--- src/rtl/csm_pkg.sv ---
package csm_pkg;
  typedef enum logic [1:0] {
    SEQ_IDLE  = 2'd0,
    SEQ_HOLD  = 2'd1,
    SEQ_ARM   = 2'd2,
    SEQ_FRAME = 2'd3
  } seq_st_t;
endpackage

--- src/rtl/sclk_phase.sv ---
// Internal serial-clock phase; active/inactive strobes mark the clk edge
// at which the phase moves onto the active or inactive level.
module sclk_phase (
  input  logic clk,
  input  logic rst,
  input  logic cal_busy,
  input  logic edge_pol,
  output logic ph,
  output logic cal_q,
  output logic act_stb,
  output logic inact_stb
);
  always_ff @(posedge clk) begin
    if (rst) begin
      ph    <= 1'b0;
      cal_q <= 1'b0;
    end else begin
      cal_q <= cal_busy;
      if (!cal_q) ph <= ~ph;
    end
  end

  // The inactive level equals edge_pol; leaving it is the active edge.
  assign act_stb   = !cal_q && (ph == edge_pol);
  assign inact_stb = !cal_q && (ph != edge_pol);
endmodule

--- src/rtl/frame_seq.sv ---
module frame_seq
  import csm_pkg::*;
#(
  parameter int WORD_W  = 16,
  parameter int ARM_CYC = 2
) (
  input  logic clk,
  input  logic rst,
  input  logic conv_start_n,
  input  logic act_stb,
  input  logic inact_stb,
  output logic sync_n,
  output logic busy,
  output logic load,
  output logic shift,
  output logic samp,
  output logic fin
);
  localparam int CNT_W = $clog2(WORD_W + 1);
  localparam int DLY_W = $clog2(ARM_CYC + 1);

  seq_st_t          st;
  logic             conv_q;
  logic [DLY_W-1:0] dly;
  logic [CNT_W-1:0] bits;
  logic             conv_fall, conv_rise, dly_done, in_frame;

  assign conv_fall = conv_q & ~conv_start_n;
  assign conv_rise = ~conv_q & conv_start_n;
  assign dly_done  = (dly == DLY_W'(ARM_CYC - 1));
  assign in_frame  = (st == SEQ_FRAME);

  assign load  = (st == SEQ_ARM) && dly_done && inact_stb;
  assign samp  = in_frame && act_stb && (bits < CNT_W'(WORD_W));
  assign shift = in_frame && act_stb && (bits < CNT_W'(WORD_W - 1));
  assign fin   = in_frame && inact_stb && (bits == CNT_W'(WORD_W));

  always_ff @(posedge clk) begin
    if (rst) begin
      st     <= SEQ_IDLE;
      conv_q <= 1'b1;
      dly    <= '0;
      bits   <= '0;
      sync_n <= 1'b1;
      busy   <= 1'b0;
    end else begin
      conv_q <= conv_start_n;
      unique case (st)
        SEQ_IDLE: if (conv_fall) begin
          busy <= 1'b1;
          st   <= SEQ_HOLD;
        end
        SEQ_HOLD: if (conv_rise) begin
          dly <= '0;
          st  <= SEQ_ARM;
        end
        SEQ_ARM: begin
          if (!dly_done) dly <= dly + 1'b1;
          if (load) begin
            sync_n <= 1'b0;
            bits   <= '0;
            st     <= SEQ_FRAME;
          end
        end
        SEQ_FRAME: begin
          if (samp) bits <= bits + 1'b1;
          if (fin) begin
            sync_n <= 1'b1;
            busy   <= 1'b0;
            st     <= SEQ_IDLE;
          end
        end
        default: st <= SEQ_IDLE;
      endcase
    end
  end
endmodule

--- src/rtl/word_shifter.sv ---
module word_shifter #(
  parameter int WORD_W = 16
) (
  input  logic              clk,
  input  logic              rst,
  input  logic              load,
  input  logic              shift,
  input  logic              samp,
  input  logic              fin,
  input  logic [WORD_W-1:0] result_word,
  input  logic              din,
  output logic              dout,
  output logic [WORD_W-1:0] ctrl_word
);
  logic [WORD_W-1:0] tx_sr, rx_sr;

  always_ff @(posedge clk) begin
    if (rst) begin
      tx_sr     <= '0;
      rx_sr     <= '0;
      ctrl_word <= '0;
    end else begin
      if (load)       tx_sr <= result_word;
      else if (shift) tx_sr <= {tx_sr[WORD_W-2:0], 1'b0};
      else if (fin)   tx_sr <= '0;
      if (samp) rx_sr <= {rx_sr[WORD_W-2:0], din};
      if (fin)  ctrl_word <= rx_sr;
    end
  end

  assign dout = tx_sr[WORD_W-1];
endmodule

--- src/rtl/conv_serial_master.sv ---
module conv_serial_master #(
  parameter int WORD_W  = 16,
  parameter int ARM_CYC = 2
) (
  input  logic              clk,
  input  logic              rst,
  input  logic              cont_mode,
  input  logic              edge_pol,
  input  logic              cal_busy,
  input  logic              conv_start_n,
  input  logic              din,
  input  logic [WORD_W-1:0] result_word,
  output logic              sclk,
  output logic              sync_n,
  output logic              busy,
  output logic              dout,
  output logic              dout_oe,
  output logic [WORD_W-1:0] ctrl_word
);
  logic ph, cal_q, act_stb, inact_stb;
  logic load, shift, samp, fin;

  sclk_phase u_phase (
    .clk(clk), .rst(rst), .cal_busy(cal_busy), .edge_pol(edge_pol),
    .ph(ph), .cal_q(cal_q), .act_stb(act_stb), .inact_stb(inact_stb)
  );

  frame_seq #(.WORD_W(WORD_W), .ARM_CYC(ARM_CYC)) u_seq (
    .clk(clk), .rst(rst), .conv_start_n(conv_start_n),
    .act_stb(act_stb), .inact_stb(inact_stb),
    .sync_n(sync_n), .busy(busy), .load(load), .shift(shift),
    .samp(samp), .fin(fin)
  );

  word_shifter #(.WORD_W(WORD_W)) u_shift (
    .clk(clk), .rst(rst), .load(load), .shift(shift), .samp(samp),
    .fin(fin), .result_word(result_word), .din(din),
    .dout(dout), .ctrl_word(ctrl_word)
  );

  // Gated mode keeps sclk idle outside a frame; calibration idles it always.
  assign sclk    = cal_q ? edge_pol : ((cont_mode || !sync_n) ? ph : edge_pol);
  assign dout_oe = ~sync_n;
endmodule

--- config.mk ---
export PLATFORM = sky130hd
export DESIGN_NAME = conv_serial_master
export DESIGN_NICKNAME = d
export VERILOG_FILES = /design/src/rtl/csm_pkg.sv /design/src/rtl/sclk_phase.sv /design/src/rtl/frame_seq.sv /design/src/rtl/word_shifter.sv /design/src/rtl/conv_serial_master.sv
export SDC_FILE = /design/constraint.sdc
export NUM_CORES = 1
export LEC_CHECK = 0
export BUFFER_PORTS_ARGS = -buffer_cell sky130_fd_sc_hd__clkbuf_2
export CAP_MARGIN = 40
export CORE_MARGIN = 2
export CORE_UTILIZATION = 50
export CTS_CLUSTER_SIZE = 12
export DETAILED_ROUTE_END_ITERATION = 10
export GPL_ROUTABILITY_DRIVEN = 0
export PLACE_DENSITY = 0.78
export SYNTH_ARGS = -nofsm -noshare
export SYNTH_HDL_FRONTEND = slang
export SYNTH_SLANG_ARGS = --single-unit
export TNS_END_PERCENT = 5
--- constraint.sdc ---
create_clock -name clk -period 1.81 [get_ports clk]
set_clock_uncertainty 0.15 [all_clocks]
set_input_delay 0.2715 -clock clk [delete_from_list [all_inputs] [get_ports clk]]
set_output_delay 0.2715 -clock clk [all_outputs]
set_load 0.02 [all_outputs]
After elaboration in Yosys (flattened, before gate mapping) --
Cells that the tools add are included.
Storage, ports and cells: register bits after elaboration 62, input bits 23, output and inout port bits 21, word-level logic and storage cells 78
Operators by class: add/sub/neg operators 2, order comparisons 2, equal/unequal tests 13, muxes and demuxes 22, bitwise logic cells 6, reduce and logical (&&, ||, !) cells 22
Operator list (count):
- 16-bit two-way mux | 3
- 2-bit two-way mux | 6
- 3-bit AND reduction | 4
- 5-bit two-way mux | 2
- 5-bit case mux with 2 select lines | 1
- 1-bit logical AND | 9
- 2-bit != test, second input constant | 4
- 2-bit case mux with 4 select lines | 1
- 1-bit two-way mux | 6
- 2-bit nonzero test | 3
- 5-bit by 1-bit adder with 5-bit output, second input constant | 1
- 5-bit equality test, second input constant | 1
- 5-bit by 4-bit < comparator with 1-bit output, second input constant | 1
- 5-bit < comparator, second input constant | 1
- 2-bit by 1-bit equality test with 1-bit output, second input constant | 2
- 2-bit equality test, second input constant | 2
- 2-bit by 1-bit != test with 1-bit output, second input constant | 2
- 1-bit inverter | 4
- 1-bit case mux with 2 select lines | 2
- 2-bit case mux with 2 select lines | 1
- 4-bit AND reduction | 1
- 3-bit nonzero test | 1
- 2-bit by 1-bit adder with 2-bit output, second input constant | 1
- 1-bit AND | 2
- other kinds (5) | 6

Logic depth before layout (Yosys ltp) --
depth in word-level cells 7, mapped depth 8, mapped depth without buffers 6

Cells and area by module --
From an unflattened synthesis, not the netlist that was laid out.
Unflattened totals: cells, all modules 293, area total of the unflattened synthesis 2816.5 um2
Modules (own cells, without submodules):
- word_shifter | times used 1, cells each 194, area each 1941.9 um2, seq. area each 960.9 um2
- frame_seq | times used 1, cells each 88, area each 772.0 um2, seq. area each 240.2 um2
- sclk_phase | times used 1, cells each 8, area each 80.1 um2, seq. area each 40.0 um2
- conv_serial_master | times used 1, cells each 3, area each 22.5 um2, seq. area each 0.0 um2

Least setup slack after synthesis --
No wires, ideal clock.
path type register to register, start reg u_seq.st[0], end reg u_seq.bits[3], library setup time 0.095 ns, arrival 1.644 ns, required time 1.565 ns, slack -0.080 ns, cell stages (with the launch flop) 7, buffers on the path 1, clock period less this slack 1.890 ns, path through dfxtp_1 ha_1 buf_4 nor3b_2 nand2_1 or3_1 a221oi_1
On the way: word-level cells in the longest chain between the ends 5, elaborated cells between the ends (all ways) 11, classes of those cells eq/ne (4); mux (1); reduce/logical (6)
RTL lines:
- start, declared | RTL line frame_seq.sv:22 | seq_st_t st;
- start signal, assigned | RTL line frame_seq.sv:40 | st <= SEQ_IDLE;
- start signal, assigned | RTL line frame_seq.sv:51 | st <= SEQ_HOLD;
- start signal, assigned | RTL line frame_seq.sv:55 | st <= SEQ_ARM;
- 2-bit equality test * | RTL line frame_seq.sv:31 | assign in_frame = (st == SEQ_FRAME);
- net u_seq.in_frame | RTL line frame_seq.sv:26 | logic conv_fall, conv_rise, dly_done, in_frame;
- 1-bit logical AND (2 in series) | RTL line frame_seq.sv:34 | assign samp = in_frame && act_stb && (bits < CNT_W'(WORD_W));
- 2-bit != test (no source line)
- 3-bit AND reduction (no source line)
- end signal, assigned | RTL line frame_seq.sv:66 | if (samp) bits <= bits + 1'b1;
- end, declared | RTL line frame_seq.sv:25 | logic [CNT_W-1:0] bits;
Mark *: on every way through the listed nets, which the timed path passes. The rest lies on a longest branch. A chain may end at the register's enable or synchronous reset.

Worst setup path in the final report --
start reg u_seq.bits[0], end reg u_shift.ctrl_word[12]
On the way: word-level cells in the longest chain between the ends 2
RTL lines:
- 5-bit equality test | RTL line frame_seq.sv:36 | assign fin = in_frame && inact_stb && (bits == CNT_W'(WORD_W));
- 1-bit logical AND | RTL line frame_seq.sv:36
- end signal, assigned | RTL line word_shifter.sv:27 | if (fin) ctrl_word <= rx_sr;
- end, declared | RTL line word_shifter.sv:13 | output logic [WORD_W-1:0] ctrl_word
No other way between the ends.

==> run summary <==
The part of the cycle the worst path needs is 107%. Global routing used 21.2% of the available tracks across all layers. The final instance count without filler cells came out at ~440. The via count normalized by instance count is around 5.4. The initial antenna violation count came out at 0. The static leakage power is roughly 1.4 nW. The iteration-0 DRC count of the detailed router came out at ~110. The area of all placed cells without fillers came out at approximately 3500 um^2. TritonCTS built the clock tree. The run finished, with violations left.

The slew at the pin closest to its max-slew limit is 485 ps. The H-tree depth reported by CTS came out at 3. The global routing stage identified its most utilized layer as met2. The cell family contributing the most delay on the critical path is simple AND/OR/NAND/NOR gates. Power spread over the standard cell area amounts to approximately 950 nW/um^2. The async set-reset flop share out of synthesis is 0%. The required time of the critical path came out at 1860 ps. The pre-antenna-repair detailed-routing pass consisted of 4 iterations. The reg-to-reg setup timing slack came out at -120 ps. Static timing analysis puts the maximum clock frequency at ~520 MHz. Of the cells placed in the final design, the portion with a size suffix greater than 1 is 30.9%. Measured along the y axis, the die boundary spans ~77 um.

Setup slack on the critical path of the routed design comes to -123 ps. The filler cell count in the final layout is roughly 430. The average wire per cell in the routed design came out at between 10 and 15 um. In the layout the commonest cells are dfxtp_1, clkbuf_2, a21oi_1. The number of placement rows is 26. The mean instance size in the synthesized netlist is between 8 and 9 um^2. The checks that failed: setup timing. The via count of the first global-routing pass is 2278.

The clock slew at the register clock pins of the worst setup and hold paths came out at 70 ps. The final max-slew violation count came to 0. The tightest min-delay check is of the in -> reg type. In this run the count of I/O pins placed on the die edge is between 40 and 50. The met3 capacity usage during global routing is approximately 4.6%. The share of total power dissipated in sequential elements is between 40 and 50%. During synthesis, Yosys emitted a total of 0 warnings. The area of the core region came out at between 5000 and 6000 um^2. The number of CTS-inserted buffers came out at 9. The worst path buffer plus inverter count is 2. For met1 alone, demand over resource in global routing was 26.0%. The kind of capture point of the worst setup path is a flop.

The distinct cell type count after synthesis came out at 40. The share of the Yosys chip area taken by registers is 46.5%. The number of maximum-capacitance violations is 0.

The switching share of power came out at approximately 28%. The number of nets handed over by synthesis was between 300 and 400. The final antenna diode count is 0.

The netlist area before placement came out at roughly 2700 um^2. Walking the worst path, the cells encountered are inv_2 -> ha_4 -> nand4bb_1 -> or4b_4 -> buf_12 -> mux2i_2 -> nor2_1. The library cell used most frequently in the layout, excluding fill and tap cells, is dfxtp_1.

In this run the remaining antenna-violating nets after routing total 0. Compared with the post-synthesis result, the final layout area differs by 29.5%. The width of the die came out at 77.1 um.

Across the VDD grid, the largest voltage drop is 0.000650 V. The met2 capacity usage during global routing came out at 36.1%. Summed over all nets, the half-perimeter wirelength after detailed placement is between 3000 and 4000 um.

Clock tree synthesis found a total of 62 sinks. The clock insertion delay at the later pin of the skew report is ~330 ps. Setup repair after global routing could not meet its margin everywhere. After synthesis the netlist holds a flip-flop and latch count of 62. The wire length of the first global-routing pass is approximately 10000 um. The root cell of the clock tree is clkbuf_8.

The maximum fanout encountered on the critical timing path came out at 8. The path type of the worst setup path is reg -> reg. The analysis attributes to net switching a power of 0.905 mW. Across all hold checks on the routed design, the worst slack comes to between 20 and 25 ps. The initial core utilization came out at 51.9%. For this run the aggregate overflow at the end of global routing stands at 0. The post-detailed-route DRC marker count is 0. The maximum clock path buffer count came out at 2. The data arrival at the endpoint of the critical path came out at between 1500 and 2000 ps. The summed negative setup slack over all endpoints is -3260 ps. Counting flops with a built-in enable in the synthesized netlist gives 0. Cell internal power was estimated by the tool at around 2.4 mW. The slowest cell on the critical path is or4b_4. In this run the tool buffered the top-level ports with 43 buffer cells. The total of endpoints with negative setup slack in the final report is 35. The floorplan step defined a die boundary enclosing approximately 5900 um^2. The placed instance area is approximately 3100 um^2. The relative contribution of combinational cells to total power is 18.7%.

The pre-CTS setup slack is -118 ps. The time the final worst path needs with I/O delays and setup came out at around 1900 ps. The number of cells after detailed placement came out at between 400 and 500. The final-stage net count came out at 395. Detailed routing inserted a total of 2384 vias.

The final count of hold timing violations is 0. The startpoint class of the critical path is a flop. The prevailing post-synth register cell is dfxtp_1. The cell count after synthesis came out at 298.

On the worst path, the slowest cell contributes a delay of just under 600 ps. The share of total power dissipated in the clock network is 37.6%. The largest net degree at the start of global routing came out at 27.

The aggregate routed wire length came out at between 6000 and 7000 um. The worst max-slew margin expressed relative to the limit came out at approximately 68%.
-- cells in the mapped netlist, drive strengths merged, types with 2 or more instances --
library cell   n  area [um^2]
nand3          4         20.0
o31a           2         17.5
or3            3         18.8
dfxtp         62         1240
ha             8          100
nor2          23         86.3
nand2b         7         43.8
buf           11         76.3
nor2b          2         12.5
a31oi          2         12.5
nand4         17          106
mux2i         20          200
nand2         35          131
inv           12         45.0
and3           2         12.5
o21bai         2         15.0
a21oi         36          180
clkbuf        12         45.0
or2            2         12.5
a221oi         3         32.5
a22oi         15          113
o21ai          4         20.0
-- power by group through the flow --
stage               clock (mW)  sequential (mW)  combinational [mW]
finish                    1.24             1.43               0.614
global placement             0             1.46               0.531
floorplan                    0             1.46               0.348
CTS                       1.27             1.43               0.593
detailed placement           0             1.46               0.556
global route              1.33             1.44               0.679
-- kinds of logic after synthesis --
family / count (synthesis) / share of synthesized area, %
adder cells (fa/ha/maj): 8 / 3.75
XOR/XNOR: 2 / 0.656
flip-flops: 62 / 46.5
AO/OA/AOI/OAI: 69 / 16.1
buffers and inverters: 35 / 6.23
multiplexers: 21 / 7.92
AND/OR/NAND/NOR: 101 / 18.8
-- repair_timing --
item	in CTS	in global routing
hold endpoints to repair	2	0
setup endpoints to repair	54	60
cloned	0	1
gates resized for setup	10	13
hold buffers	2	0
pin swaps	1	4
buffers inserted	1	2
-- metal layers --
layer | vias to the layer above | share of wire, %
met5 | - | 0
li1 | 1178 | -
met2 | 63 | 51
met3 | 13 | 4.2
met1 | 1130 | 43
met4 | 0 | 1.9
-- per-stage QoR --
step	total power [mW]	util, %
finish	3.28	67.2
global route	3.45	67.2
CTS	3.29	65.7
detailed placement	2.02	60.6
global placement	1.99	60.6
floorplan	1.81	-
-- tightest hold or removal path: stages --
cell and delay, ps:
clkbuf_2 80, nand2_1 50, a21oi_1 60
-- state kept, by name, summed over array words and instances (netlist names) --
signal,flops
u_seq.bits,5
u_shift.ctrl_word,16
u_seq.conv_q,1
u_shift.tx_sr,16
u_seq.busy,1
u_seq.dly,2
u_seq.st,2
u_phase.ph,1
u_phase.cal_q,1
u_shift.rx_sr,16
u_seq.sync_n,1
-- worst paths after layout --
| check | from | end | cells past startpoint |
|---|---|---|---|
| worst max-delay path | u_seq.bits[0] | u_shift.ctrl_word[12] | 7 |
| worst min-delay path | din | u_shift.rx_sr[0] | 3 |
| worst max register to register | u_seq.bits[0] | u_shift.ctrl_word[12] | 7 |
| worst min register to register | u_shift.rx_sr[15] | u_shift.rx_sr[15] | 2 |
-- layout make-up --
cell class	instances	area (um^2)	share of cell area [%]
clock inverter	6	70.1	2.03
sequential	62	1250	36.2
clock buffer	10	138	3.98
inverter	12	45.0	1.30
tap	70	87.6	2.53
timing repair buffer	78	544	15.7
multi-input combinational	201	1320	38.2
No activity file was read; power rests on OpenSTA's default activity.
